## src/rtl/wdog_pkg.sv

```systemverilog
package wdog_pkg;
    localparam int REG_W = 8;

    typedef struct packed {
        logic       stat;
        logic       en;
        logic       pulse;
        logic       unit60;
        logic       act_hi;
        logic [1:0] pw;
    } wdog_cfg_t;

    localparam logic ADDR_CFG = 1'b0;
    localparam logic ADDR_CNT = 1'b1;
    localparam int   SEC_PER_MIN = 60;
endpackage

```

## src/rtl/wdog_prescale.sv

```systemverilog
module wdog_prescale #(
    parameter int TICK_DIV   = 50000,
    parameter int MS_PER_SEC = 1000
) (
    input  logic clk,
    input  logic rst_n,
    input  logic restart_i,
    input  logic unit60_i,
    output logic unit_tick_o
);
    import wdog_pkg::*;

    localparam int DIV_W = $clog2(TICK_DIV + 1);
    localparam int MS_W  = $clog2(MS_PER_SEC + 1);
    localparam int SC_W  = $clog2(SEC_PER_MIN + 1);

    typedef struct packed {
        logic [DIV_W-1:0] div;
        logic [MS_W-1:0]  ms;
        logic [SC_W-1:0]  sec;
    } pre_t;

    pre_t pre_d, pre_q;
    logic ms_tick, sec_tick, min_tick;

    always_comb begin
        ms_tick  = (pre_q.div == DIV_W'(TICK_DIV - 1));
        sec_tick = ms_tick && (pre_q.ms == MS_W'(MS_PER_SEC - 1));
        min_tick = sec_tick && (pre_q.sec == SC_W'(SEC_PER_MIN - 1));
        pre_d = pre_q;
        if (restart_i) begin
            pre_d = '0;
        end else begin
            pre_d.div = ms_tick ? '0 : pre_q.div + 1'b1;
            if (ms_tick)  pre_d.ms  = sec_tick ? '0 : pre_q.ms + 1'b1;
            if (sec_tick) pre_d.sec = min_tick ? '0 : pre_q.sec + 1'b1;
        end
        unit_tick_o = unit60_i ? min_tick : sec_tick;
    end

    always_ff @(posedge clk or negedge rst_n) begin
        if (!rst_n) pre_q <= '0;
        else        pre_q <= pre_d;
    end
endmodule

```

## src/rtl/wdog_shaper.sv

```systemverilog
module wdog_shaper #(
    parameter int PW0 = 1,
    parameter int PW1 = 25,
    parameter int PW2 = 125,
    parameter int PW3 = 5000
) (
    input  logic       clk,
    input  logic       rst_n,
    input  logic       start_i,
    input  logic       en_i,
    input  logic       hold_i,
    input  logic       pulse_i,
    input  logic [1:0] pw_i,
    output logic       act_o
);
    localparam int CW = $clog2(PW3 + 1);

    typedef struct packed {
        logic          act;
        logic          pmode;
        logic [CW-1:0] cnt;
    } shp_t;

    shp_t shp_d, shp_q;
    logic [CW-1:0] load;

    always_comb begin
        case (pw_i)
            2'd0:    load = CW'(PW0 - 1);
            2'd1:    load = CW'(PW1 - 1);
            2'd2:    load = CW'(PW2 - 1);
            default: load = CW'(PW3 - 1);
        endcase
        shp_d = shp_q;
        if (!en_i) begin
            shp_d.act = 1'b0;
            shp_d.cnt = '0;
        end else if (start_i) begin
            shp_d.act   = 1'b1;
            shp_d.pmode = pulse_i;
            shp_d.cnt   = load;
        end else if (shp_q.pmode) begin
            if (shp_q.act) begin
                if (shp_q.cnt == '0) shp_d.act = 1'b0;
                else                 shp_d.cnt = shp_q.cnt - 1'b1;
            end
        end else begin
            shp_d.act = hold_i;
        end
    end

    always_ff @(posedge clk or negedge rst_n) begin
        if (!rst_n) shp_q <= '0;
        else        shp_q <= shp_d;
    end

    assign act_o = shp_q.act;
endmodule

```

## src/rtl/wdog_rstgen.sv

```systemverilog
module wdog_rstgen #(
    parameter int CLK_HZ     = 50_000_000,
    parameter int TICK_DIV   = CLK_HZ / 1000,
    parameter int MS_PER_SEC = 1000
) (
    input  logic       clk,
    input  logic       rst_n,
    input  logic       reg_wr,
    input  logic       reg_addr,
    input  logic [7:0] reg_wdata,
    output logic [7:0] reg_rdata,
    output logic       wdt_rst_o
);
    import wdog_pkg::*;

    localparam int PW0 = TICK_DIV;
    localparam int PW1 = 25 * TICK_DIV;
    localparam int PW2 = 125 * TICK_DIV;
    localparam int PW3 = 5 * MS_PER_SEC * TICK_DIV;

    typedef struct packed {
        wdog_cfg_t        cfg;
        logic [REG_W-1:0] cnt;
        logic [REG_W-1:0] remain;
    } top_t;

    top_t st_d, st_q;
    logic wr_cfg, wr_cnt, unit_tick, expire, restart;
    logic cfg_en, cfg_stat, cfg_hi, shp_act;

    always_comb begin
        wr_cfg  = reg_wr && (reg_addr == ADDR_CFG);
        wr_cnt  = reg_wr && (reg_addr == ADDR_CNT);
        expire  = st_q.cfg.en && unit_tick && (st_q.remain == REG_W'(1));
        restart = (wr_cfg && !st_q.cfg.en && reg_wdata[5]) ||
                  (wr_cnt && st_q.cfg.en);
        st_d = st_q;
        if (expire)
            st_d.remain = '0;
        else if (st_q.cfg.en && unit_tick && st_q.remain != '0)
            st_d.remain = st_q.remain - 1'b1;
        if (wr_cfg) begin
            st_d.cfg.en     = reg_wdata[5];
            st_d.cfg.pulse  = reg_wdata[4];
            st_d.cfg.unit60 = reg_wdata[3];
            st_d.cfg.act_hi = reg_wdata[2];
            st_d.cfg.pw     = reg_wdata[1:0];
            if (reg_wdata[6]) st_d.cfg.stat = 1'b0;
            if (!st_q.cfg.en && reg_wdata[5]) st_d.remain = st_q.cnt;
        end
        if (wr_cnt) begin
            st_d.cnt = reg_wdata;
            if (st_q.cfg.en) st_d.remain = reg_wdata;
        end
        if (expire) st_d.cfg.stat = 1'b1;
    end

    always_ff @(posedge clk or negedge rst_n) begin
        if (!rst_n) st_q <= '0;
        else        st_q <= st_d;
    end

    assign cfg_en   = st_q.cfg.en;
    assign cfg_stat = st_q.cfg.stat;
    assign cfg_hi   = st_q.cfg.act_hi;

    wdog_prescale #(.TICK_DIV(TICK_DIV), .MS_PER_SEC(MS_PER_SEC)) u_pre (
        .clk         (clk),
        .rst_n       (rst_n),
        .restart_i   (restart),
        .unit60_i    (st_q.cfg.unit60),
        .unit_tick_o (unit_tick)
    );

    wdog_shaper #(.PW0(PW0), .PW1(PW1), .PW2(PW2), .PW3(PW3)) u_shp (
        .clk     (clk),
        .rst_n   (rst_n),
        .start_i (expire),
        .en_i    (cfg_en),
        .hold_i  (cfg_stat),
        .pulse_i (st_q.cfg.pulse),
        .pw_i    (st_q.cfg.pw),
        .act_o   (shp_act)
    );

    assign reg_rdata = (reg_addr == ADDR_CNT) ? st_q.cnt : {1'b0, st_q.cfg};
    assign wdt_rst_o = shp_act ? cfg_hi : !cfg_hi;
endmodule

```

## config.mk

```make
export PLATFORM = sky130hd
export DESIGN_NAME = wdog_rstgen
export DESIGN_NICKNAME = d
export VERILOG_FILES = /design/src/rtl/wdog_pkg.sv /design/src/rtl/wdog_prescale.sv /design/src/rtl/wdog_shaper.sv /design/src/rtl/wdog_rstgen.sv
export SDC_FILE = /design/constraint.sdc
export NUM_CORES = 1
export LEC_CHECK = 0
export ABC_AREA = 1
export BUFFER_PORTS_ARGS = -buffer_cell sky130_fd_sc_hd__clkbuf_2
export CAP_MARGIN = 0
export CORE_AREA = 2 2 101 103
export CTS_CLUSTER_DIAMETER = 60
export DETAILED_ROUTE_END_ITERATION = 10
export DIE_AREA = 0 0 103 105
export GPL_TIMING_DRIVEN = 0
export HOLD_SLACK_MARGIN = 0.12
export PLACE_DENSITY = 0.71
export RECOVER_POWER = 50
export SYNTH_ARGS = -nofsm -noshare
export SYNTH_HDL_FRONTEND = slang
export SYNTH_SLANG_ARGS = --single-unit
```

## constraint.sdc

```tcl
create_clock -name clk -period 2.2 [get_ports clk]
set_input_delay 0.11 -clock clk [delete_from_list [all_inputs] [get_ports clk]]
set_output_delay 0.11 -clock clk [all_outputs]
set_load 0.05 [all_outputs]
```

### Word level (Yosys, flattened, before mapping)

Index checks and enable logic that the tools add are counted.

| storage, ports and cells | value |
|---|---|
| output and inout port bits | 9 |
| logic and storage cells | 82 |
| input port bits | 12 |
| bits in registers | 85 |

| operators by class | value |
|---|---|
| muxes and demuxes | 29 |
| eq/ne operators | 9 |
| add/subtract/negate cells | 5 |
| bitwise logic cells | 1 |
| reduce and logical (&&, ||, !) cells | 24 |

Operators by type and width:

| operator | number |
|---|---|
| two-way mux 28 bit | 5 |
| one-hot mux 28 bit (3 select lines) | 1 |
| two-way mux 8 bit | 7 |
| two-way mux 32 bit | 1 |
| zero test 28 bit | 1 |
| subtractor 28 x 1 -> 28 bit, second input constant | 1 |
| two-way mux 10 bit | 2 |
| adder 16 x 1 -> 16 bit, second input constant | 1 |
| equality test 16 bit, second input constant | 1 |
| two-way mux 16 bit | 1 |
| two-way mux 6 bit | 2 |
| logical AND 1 bit | 11 |
| adder 10 x 1 -> 10 bit, second input constant | 1 |
| equality test 10 bit, second input constant | 1 |
| two-way mux 1 bit | 9 |
| equality test 8 x 1 -> 1 bit, second input constant | 1 |
| nonzero test 2 bit | 4 |
| nonzero test 8 bit | 1 |
| subtractor 8 x 1 -> 8 bit, second input constant | 1 |
| two-way mux 7 bit | 1 |
| adder 6 x 1 -> 6 bit, second input constant | 1 |
| equality test 6 bit, second input constant | 1 |
| inequality test 3 x 1 -> 1 bit, second input constant | 2 |
| AND reduction 2 bit | 2 |
| 8 further kinds | 9 |

### Logic depth before layout (Yosys ltp)

Gate-level depths: netlist (run 1).

| logic depth | value |
|---|---|
| depth in word-level cells | 12 |
| mapped depth | 14 |
| depth with buffers taken out | 13 |

### Modules after synthesis

A second synthesis (run 1) with hierarchy kept.

| unflattened totals | value |
|---|---|
| cell total of the unflattened synthesis | 811 |
| area total of the unflattened synthesis | 5,629.1 um^2 |

By module, submodules not included:

| module | area an instance (um^2) | instances | cells an instance | seq. area each (um^2) |
|---|---|---|---|---|
| wdog_shaper | 2,268.4 | 1 | 346 | 750.7 |
| wdog_prescale | 1,921.8 | 1 | 266 | 800.8 |
| wdog_rstgen | 1,438.9 | 1 | 199 | 575.6 |

### Worst setup path before layout (run 1)

OpenSTA, ideal clock, no wires.

| timing path | value |
|---|---|
| path type | flip-flop to flip-flop |
| start | register u_shp.shp_q[0] (netlist name) |
| end | register u_shp.shp_q[12] (netlist name) |
| arrival time | 1,774 ps |
| stages on the path, launching flop included | 14 |
| path buffers | 1 |
| slack | 344 ps |
| required time | 2,117 ps |
| period minus slack after synthesis | 1,856 ps |
| library setup time | 83 ps |
| path through | dfrtp_1 > inv_1 > ha_1 > nand2_1 > nor2_2 > nand2_2 > nor3_2 > nor2_1 > nand2_1 > nand2_4 > nor2_4 > buf_6 > nand2_1 > o21ai_0 |

| between the ends | value |
|---|---|
| longest elaborated chain between the ends | 6 |
| elaborated cells between the ends (all ways) | 9 |
| classes of those cells | add/sub: 1; eq/ne: 1; mux: 5; reduce/logical: 2 |

Ends and longest elaborated chain:

| what | line | text |
|---|---|---|
| start, declared | wdog_shaper.sv:24 | `shp_t shp_d, shp_q;` |
| start signal, assigned | wdog_shaper.sv:54 | `else shp_q <= shp_d;` |
| subtractor 28 x 1 -> 28 bit | wdog_shaper.sv:45 | `else shp_d.cnt = shp_q.cnt - 1'b1;` |
| two-way mux 28 bit | wdog_shaper.sv:44 | `if (shp_q.cnt == '0) shp_d.act = 1'b0;` |
| two-way mux 28 bit | wdog_shaper.sv:43 | `if (shp_q.act) begin` |
| two-way mux 28 bit | wdog_shaper.sv:42 | `end else if (shp_q.pmode) begin` |
| two-way mux 28 bit | wdog_shaper.sv:38 | `end else if (start_i) begin` |
| two-way mux 28 bit | wdog_shaper.sv:35 | `if (!en_i) begin` |

Several ways; a longest one is shown, not always the timed one. The select of a mux whose other input is x is not followed.
A chain may end at the register's enable or synchronous reset.

### Worst setup path after layout (run 1)

| timing path | value |
|---|---|
| start | register u_shp.shp_q[0] (netlist name) |
| end | register u_shp.shp_q[20] (netlist name) |

Same word-level chain as after synthesis.

==> flow_summary.json, run 1 <==
{
  "cts_tree": "built",
  "drive_above_1_share_pct": 12.93,
  "die_h_microns": 105,
  "slowest_delay_ps": 420,
  "numCtsBuffers": 9,
  "grt_max_degree": 66,
  "rsz0062_at_grt": "yes",
  "clk_pin_slew_ps": 90,
  "start_util_pct": 54.19,
  "regArea_sq_um": 2128,
  "place_inst": 887,
  "holdWs_ps": 197.4,
  "syn_avg_cell_area_sq_um": 7.127,
  "drv_cap": 0,
  "die_area_sq_um": 10820,
  "required_ps": 2500,
  "grt_pass1_wl_microns": 21020,
  "max_freq_mhz": 485.1,
  "multi_input_area_sq_um": 2784,
  "ys_warn_count": 0,
  "core_sq_um": 9639,
  "crit_cells": 11,
  "fin_cells": 922,
  "wl_microns": 12430,
  "antenna_cells": 0,
  "ys_types": 43,
  "finClkSkew_ps": 9.638,
  "drtIter0Drc": 275,
  "cp_num_buf_inv": 2,
  "drc": 0,
  "firstDrtPassIters": 5,
  "antenna_found_initial": 0,
  "cpMaxStageDelayCell": "dfrtp_1",
  "vdd_drop_max_mv": 0.3622,
  "clock_tree.root_cell": "clkbuf_8",
  "htreeDepth": 3,
  "relSlewSlack_pct": 21.30,
  "ys_seq_elements": 85,
  "arrival_ps": 2360,
  "critPathKind": "reg2reg",
  "clk_latency_ps": 360,
  "place_hpwl_microns": 9061,
  "synth_cells": 733,
  "crit_path_end": "u_shp.shp_q[20]",
  "worstMarginPinSlew_ps": 1180,
  "min_period_ps": 2062,
  "leakage_uw": 0.003053,
  "setup_viol": 0,
  "io_pins": 21,
  "rr_worst_depth": 11,
  "crit_start": "u_shp.shp_q[0]",
  "status": "finished clean",
  "ant_nets": 0,
  "hp-class": "in2reg",
  "grtUsageTotal_pct": 24.14,
  "via_per_inst": 5.342,
  "die_w_microns": 103,
  "syn_area_sq_um": 5224,
  "cp-end-kind": "flop",
  "critPathTopFamily": "simple AND/OR/NAND/NOR gates",
  "routedWlPerCell_microns": 13.48,
  "finalCritPeriodShare_pct": 93.71,
  "path_common_cell": "nand2_1",
  "hold_viol_final": 0,
  "reg2reg_from": "u_shp.shp_q[0]",
  "max-clock-path-buffers": 2,
  "slew_viol_final": 0,
  "final_nets": 809,
  "worst_setup_path_start_kind": "flop",
  "row_count": 36,
  "gp_congestion": 0.8968,
  "path_max_fanout": 4,
  "worstPathCellList": "inv_2 > ha_2 > nand2_2 > nor2_4 > buf_4 > nand4_1 > nor2_1 > nand2_1 > o211ai_1 > nand3_1 > nand2_1",
  "yosysSeqAreaShare_pct": 40.72,
  "portBuffers": 20,
  "num-fill-cells": 912,
  "num_vias": 4925,
  "synth_nets": 757,
  "syn2layout_area_growth_pct": 15.02,
  "grt_pass1_vias": 4625,
  "clkSinkCount": 85,
  "power_density_nw_per_um2": 795.2,
  "grt-ovfl-total": 0,
  "r2r_end": "u_shp.shp_q[20]",
  "reg2reg_setup_slack_ps": 140
}
==> state kept, by name, summed over array words and instances, names as in the netlist <==
name,flops
u_pre.pre_q,32
cfg_hi,1
u_shp.shp_q,29
cfg_en,1
u_shp.act_o,1
cfg_stat,1
st_q,20
==> cells by family (layout without fill, tap and decap cells) <==
| group | Yosys count | count (layout) | share of synthesized area, % |
|---|---|---|---|
| compound gates | 100 | 100 | 10.28 |
| xor+xnor | 20 | 20 | 3.353 |
| fa+ha+maj | 12 | 12 | 2.874 |
| buf+inv | 104 | 160 | 8.000 |
| flops | 85 | 85 | 40.72 |
| mux | 1 | 1 | 0.1916 |
| simple gates | 411 | 411 | 34.59 |
==> Yosys cell counts (all sizes together) <==
| library cell | number | share of area (%) |
|---|---|---|
| xnor2 | 3 | 0.50 |
| nor2 | 105 | 8.5 |
| and3 | 1 | 0.12 |
| nor3 | 22 | 2.3 |
| nand3 | 57 | 5.6 |
| mux2i | 1 | 0.19 |
| o21ai | 59 | 5.7 |
| o21a | 2 | 0.29 |
| o2111ai | 1 | 0.17 |
| a22oi | 1 | 0.14 |
| inv | 94 | 6.8 |
| xor2 | 17 | 2.9 |
| nand2 | 207 | 16 |
| or2 | 3 | 0.41 |
| a32o | 1 | 0.19 |
| dfrtp | 85 | 41 |
| o22ai | 2 | 0.24 |
| nand3b | 2 | 0.29 |
| nor4 | 1 | 0.12 |
| o211ai | 2 | 0.29 |
| o31ai | 1 | 0.14 |
| o21bai | 1 | 0.14 |
| nor3b | 2 | 0.38 |
| buf | 5 | 0.84 |
| clkinv | 1 | 0.072 |
| nand4 | 11 | 1.3 |
| a21oi | 29 | 2.8 |
| ha | 12 | 2.9 |
| a221oi | 1 | 0.17 |
| clkbuf | 4 | 0.29 |
==> placed cells by master, fill, tap and decap left out, types with 9 or more instances in the layout <==
| cell | n |
|---|---|
| clkbuf_2 | 18 |
| dfrtp_1 | 84 |
| nand3_1 | 53 |
| a21oi_1 | 29 |
| o21ai_0 | 53 |
| ha_1 | 9 |
| xor2_1 | 17 |
| dlygate4sd3_1 | 10 |
| nand2_1 | 195 |
| inv_1 | 84 |
| buf_4 | 10 |
| nand4_1 | 11 |
| nor2_1 | 92 |
| nor3_1 | 20 |
| clkbuf_8 | 9 |
==> repair_timing <==
item,CTS,global route
buffers inserted,3,6
gates resized for setup,4,31
cloned,0,1
setup endpoints to repair,29,41
endpoints found under the hold margin,108,0
pin swaps,1,7
hold buffers,10,0
==> metal layers <==
| metal | global-route usage (%) | part of all wire, % | vias to the layer above |
|---|---|---|---|
| li1 | - | - | 2450 |
| met1 | 33.99 | 46 | 2327 |
| met2 | 38.87 | 48 | 124 |
| met3 | 3.278 | 4.9 | 24 |
| met4 | 6.485 | 1.7 | 0 |
| met5 | 0 | 0 | - |
==> where the power goes <==
| part | total (uW) | internal [uW] | switching (uW) |
|---|---|---|---|
| Clock | 1210 | 633 | 582 |
| Sequential | 1920 | 1730 | 183 |
| Combinational | 1650 | 602 | 1040 |
==> cell type report <==
type / instances / area share [%]
clock inverters: 6 / 1.479
repair buffers: 41 / 4.727
flip-flops and latches: 85 / 35.42
inverters: 95 / 6.164
well taps: 133 / 2.770
multi-input cells: 544 / 46.33
plain buffers: 9 / 1.041
clock buffers: 9 / 2.062
==> per-stage QoR <==
stage          setup slack, ps  total power [uW]  utilization, %  area [sq um]  setup TNS [ps]
4_1_cts                  7.983              4700           60.86          5867               0
5_1_grt                 -38.79              5121           62.33          6008          -287.0
3_3_place_gp            -34.16              3418           56.96          5490          -168.2
6_report                 138.5              4778           62.33          6008               0
3_5_place_dp            -76.95              3459           57.27          5520          -685.2
2_1_floorplan            343.6              3096               -          5224               0
==> worst min path at each step <==
stage,startpoint,end,slack [ps],depth (start not counted)
6_report,reg_addr,cfg_stat,200,5
5_1_grt,reg_addr,cfg_stat,240,5
4_1_cts,reg_addr,cfg_stat,190,5
3_5_place_dp,rst_n,u_shp.shp_q[3],60,1
3_3_place_gp,reg_wdata[0],st_q[0],370,3
2_1_floorplan,rst_n,cfg_en,-190,0
==> tightest hold or removal path, stage by stage <==
cell	delay, ps
clkbuf_2	150
inv_2	60
nand2_1	80
o21ai_0	70
nand2_1	60
Note: power is estimated with default switching activity, not from simulation.
==> run 2, diff against run 1 <==
CORE_AREA = 2 2 106 98   (was 2 2 101 103)
DIE_AREA = 0 0 108 100   (was 0 0 103 105)
PLACE_DENSITY = 0.76   (was 0.71)
==> flow_summary.json, run 2 (synthesis results as in run 1) <==
{
  "grt_pass1_wl_microns": 21800,
  "critPathKind": "reg2reg",
  "drive_above_1_share_pct": 12.66,
  "gp_congestion": 0.9276,
  "min_period_ps": 2122,
  "core_sq_um": 9853,
  "hold_viol_final": 0,
  "grt-ovfl-total": 0,
  "grt_pass1_vias": 4818,
  "place_hpwl_microns": 9403,
  "grt_max_degree": 52,
  "antenna_found_initial": 0,
  "max_freq_mhz": 471.3,
  "via_per_inst": 5.483,
  "cts_tree": "built",
  "antenna_cells": 0,
  "required_ps": 2500,
  "worst_slack_ps": 78.38,
  "ant_nets": 0,
  "mostFrequentLayoutCells": "nand2_1, nor2_1, dfrtp_1",
  "status": "finished clean",
  "final_nets": 809,
  "firstDrtPassIters": 5,
  "htreeDepth": 3,
  "numCtsBuffers": 9,
  "fin_cells": 919,
  "slowest_delay_ps": 410,
  "die_w_microns": 108,
  "cpMaxStageDelayCell": "dfrtp_1",
  "worst_setup_path_start_kind": "flop",
  "slew_viol_final": 0,
  "clk_latency_ps": 370,
  "critPathTopFamily": "simple AND/OR/NAND/NOR gates",
  "clkSinkCount": 85,
  "wl_microns": 13170,
  "vdd_drop_max_mv": 0.4773,
  "power_density_nw_per_um2": 801.6,
  "io_pins": 21,
  "num-fill-cells": 840,
  "mostFrequentLayoutCell": "nand2_1",
  "hp-class": "in2reg",
  "reg.largest.list": "u_pre.pre_q (32), u_shp.shp_q (29), st_q (20)",
  "syn2layout_area_growth_pct": 14.66,
  "portBuffers": 20,
  "routedWlPerCell_microns": 14.33,
  "num_vias": 5039,
  "path_max_fanout": 10,
  "die_h_microns": 100,
  "setup_viol": 0,
  "drv_cap": 0,
  "max-clock-path-buffers": 2,
  "largest_reg_flops": 32,
  "drtIter0Drc": 358,
  "place_inst": 883,
  "finClkSkew_ps": 15.55,
  "worstMarginPinSlew_ps": 867.1,
  "clk_pin_slew_ps": 100,
  "die_area_sq_um": 10800,
  "drc": 0,
  "largest-register": "u_pre.pre_q",
  "path_common_cell": "nand2_4",
  "clock_tree.root_cell": "clkbuf_8",
  "cp-end-kind": "flop",
  "finalCritPeriodShare_pct": 96.44,
  "row_count": 35,
  "dp_slack_ps": -52.17,
  "grtUsageTotal_pct": 25.32,
  "leakage_uw": 0.003093,
  "relSlewSlack_pct": 42.19,
  "start_util_pct": 53.02,
  "cp_num_buf_inv": 3,
  "worstPathCellList": "ha_4 > nand3_1 > nor2_4 > nor2_1 > nor2_1 > nand3_2 > inv_2 > nand2_4 > nand2_4 > nand2_4 > inv_8 > buf_8 > nand3_1 > nand2_1",
  "arrival_ps": 2420
}
run 2: layout make-up:
class | count | area (sq um) | share of cell area [%]
Multi-Input combinational cell | 544 | 2778 | 46.38
Tap cell | 129 | 161.4 | 2.695
Timing Repair Buffer | 41 | 276.5 | 4.617
Sequential cell | 85 | 2127 | 35.51
Inverter | 95 | 367.9 | 6.142
Buffer | 9 | 62.56 | 1.044
Clock buffer | 11 | 131.4 | 2.193
Clock inverter | 5 | 85.08 | 1.421
run 2: power breakdown:
part	switching [uW]	internal [uW]
Clock	600	645
Combinational	1050	576
Sequential	194	1730
Total	1850	2950
run 2: tightest hold or removal path, cell delays in order:
cell,delay [ps]
clkbuf_2,100
nand2_1,120
o21ai_0,90
nand2_1,60
run 2: final timing paths:
| path | cells past startpoint | slack (ps) | from | to |
|---|---|---|---|---|
| max in group asynchronous | 3 | 530 | rst_n | u_pre.pre_q[27] |
| worst max-delay path | 14 | 80 | u_pre.pre_q[1] | u_shp.shp_q[5] |
| worst min-delay path | 4 | 140 | reg_wr | cfg_stat |
| min in group asynchronous | 2 | 390 | rst_n | u_pre.pre_q[3] |
| worst max register to register | 14 | 80 | u_pre.pre_q[1] | u_shp.shp_q[5] |
| worst min register to register | 2 | 510 | st_q[19] | st_q[19] |
run 2: per-layer routing:
metal  track usage, %  wire length [microns]  vias up  part of all wire [%]
met3            3.571                    661       36                   5.0
met4            11.34                    351        0                   2.7
met1            34.15                   5918     2359                    45
li1                 -                      -     2457                     -
met5                0                      0        -                     0
met2            40.83                   6241      187                    47
run 2: what timing repair did:
action,in CTS,in global routing
resized for setup,6,30
setup endpoints to repair,27,38
pin swaps,0,11
setup buffers,0,10
hold buffers,9,0
gates cloned,0,1
hold endpoints to repair,57,0
run 2: per-stage QoR:
step                total power [uW]  hold WS (ps)  util, %  instance area, sq um  setup TNS (ps)
floorplan                       3096        -185.6        -                  5224               0
global placement                3412         376.3    55.67                  5485               0
detailed placement              3480         141.2    55.97                  5515          -249.6
CTS                             4737         126.2    59.33                  5846          -23.51
global route                    5120         165.3    60.79                  5989          -154.4
finish                          4801         139.2    60.79                  5989               0
==> run 3, diff against run 2 <==
SETUP_SLACK_MARGIN = 0.4   (was unset)
==> flow_summary.json, run 3 (synthesis results as in run 1) <==
{
  "drv_cap": 0,
  "pwr-share-comb_pct": 40.9,
  "setup_viol": 0,
  "cp-end-kind": "flop",
  "clk_latency_ps": 370,
  "largest-register": "u_pre.pre_q",
  "drc": 0,
  "cts_tree": "built",
  "grt_pass1_wl_microns": 24220,
  "critPathKind": "reg2reg",
  "setup_tns_ps": 0,
  "clk_pin_slew_ps": 100,
  "power_density_nw_per_um2": 752.7,
  "mostFrequentLayoutCells": "nand2_1, inv_1, dfrtp_1",
  "reg.largest.list": "u_pre.pre_q (32), u_shp.shp_q (29), st_q (20)",
  "relSlewSlack_pct": 44.65,
  "path_common_cell": "nand2_4",
  "place_hpwl_microns": 9194,
  "antenna_found_initial": 0,
  "max_freq_mhz": 476.1,
  "io_pins": 21,
  "clkSinkCount": 85,
  "cpMaxStageDelayCell": "dfrtp_1",
  "place_inst": 883,
  "required_ps": 2450,
  "gp_congestion": 0.9257,
  "syn2layout_area_growth_pct": 38.97,
  "ant_nets": 0,
  "firstDrtPassIters": 6,
  "min_period_ps": 2100,
  "num_vias": 5844,
  "mostFrequentLayoutCell": "nand2_1",
  "worst_setup_path_start_kind": "flop",
  "wl_microns": 17890,
  "grt_pass1_vias": 5179,
  "row_count": 35,
  "antenna_cells": 0,
  "numCtsBuffers": 9,
  "max-clock-path-buffers": 2,
  "status": "finished clean",
  "hp-class": "in2reg",
  "drive_above_1_share_pct": 34.07,
  "finClkSkew_ps": 13.12,
  "grtUsageTotal_pct": 28.10,
  "path_max_fanout": 4,
  "slew_viol_final": 0,
  "worstMarginPinSlew_ps": 830.2,
  "utilization_pct": 73.68,
  "critPathTopFamily": "simple AND/OR/NAND/NOR gates",
  "vdd_drop_max_mv": 0.6252,
  "cp_num_buf_inv": 4,
  "power.switching_uw": 2246,
  "drtIter0Drc": 604,
  "routedWlPerCell_microns": 18.04,
  "leakage_uw": 0.003600,
  "pwr-share-clk_pct": 23.4,
  "finalPower_uw": 5464,
  "finalCritPeriodShare_pct": 95.46,
  "worstPathCellList": "inv_2 > ha_4 > nand2_4 > nor2_4 > nand2_2 > nor3_2 > nor2_2 > nand2_2 > nand2_4 > nand2_4 > inv_8 > buf_12 > buf_12 > nand3_1 > nand2_1",
  "hold_viol_final": 0,
  "slowest_delay_ps": 410,
  "p_seq_share_pct": 35.7,
  "grt_max_degree": 55,
  "largest_reg_flops": 32,
  "core_sq_um": 9853,
  "via_per_inst": 5.891,
  "die_w_microns": 108,
  "start_util_pct": 53.02,
  "clock_tree.root_cell": "clkbuf_8",
  "portBuffers": 20,
  "grt-ovfl-total": 0,
  "final_nets": 883,
  "fin_cells": 992,
  "p_int_uw": 3218,
  "swShare_pct": 41.10,
  "die_h_microns": 100,
  "htreeDepth": 3,
  "rsz0062_at_grt": "yes",
  "arrival_ps": 2350,
  "die_area_sq_um": 10800
}
[run 3: cell types whose count changed in the layout (fill, tap and decap cells not counted), sizes merged]
cell	before	now
buf	16	86
nand2	207	209
nor2	105	106
inv	94	95
clkbuf	36	35
[run 3: per-stage QoR]
stage,setup WS [ps],area [sq um],hold slack (ps)
floorplan,402.0,5234,-185.6
global placement,-5.070,5495,380.1
detailed placement,-40.15,5525,129.3
CTS,265.9,6699,146.2
global route,49.90,7259,196.4
finish,99.79,7259,156.7
[run 3: worst min-delay path, delay by kind of cell]
family / cells / cell delay [ps]
buffers and inverters: 1 / 110
AOI/OAI and AO/OA: 1 / 90
and+or+nand+nor: 2 / 190
[run 3: metal layers]
layer / up-vias / track usage [%] / part of all wire [%]
li1: 2611 / - / -
met1: 2741 / 38.04 / 40
met2: 391 / 44.85 / 48
met3: 101 / 4.286 / 7.8
met4: 0 / 12.72 / 4.7
met5: - / 0 / 0
[run 3: layout make-up]
cell class                      instances  area, sq um
Buffer                                  9        78.83
Clock buffer                           10        137.6
Clock inverter                          5        85.08
Fill cell                             585         2594
Inverter                               95        401.6
Multi-Input combinational cell        547         3303
Sequential cell                        85         2138
Tap cell                              129        161.4
Timing Repair Buffer                  111        944.7
Timing Repair inverter                  1        8.758
[run 3: power groups by stage]
stage	registers [uW]	logic, uW	clock network (uW)
floorplan	1890	1220	0
global placement	1930	1490	0
detailed placement	1940	1540	0
CTS	1910	1820	1270
global route	1960	2390	1330
finish	1950	2240	1280
[run 3: worst paths after layout]
check                          startpoint               to  slack, ps  depth (start not counted)
setup / recovery           u_shp.shp_q[1]  u_shp.shp_q[18]        100                         15
hold / removal                     reg_wr         cfg_stat        160                          4
setup reg to reg           u_shp.shp_q[1]  u_shp.shp_q[18]        100                         15
hold reg to reg                  st_q[19]         st_q[19]        520                          2
max in group asynchronous           rst_n  u_shp.shp_q[11]        430                          3
min in group asynchronous           rst_n   u_pre.pre_q[1]        380                          2
[run 3: repair_timing]
action,in CTS,in global routing
cloned,6,2
endpoints found under the setup margin,64,59
resized for setup,121,100
setup buffers,47,30
endpoints found under the hold margin,54,0
hold buffers,9,0
pin swaps,37,46
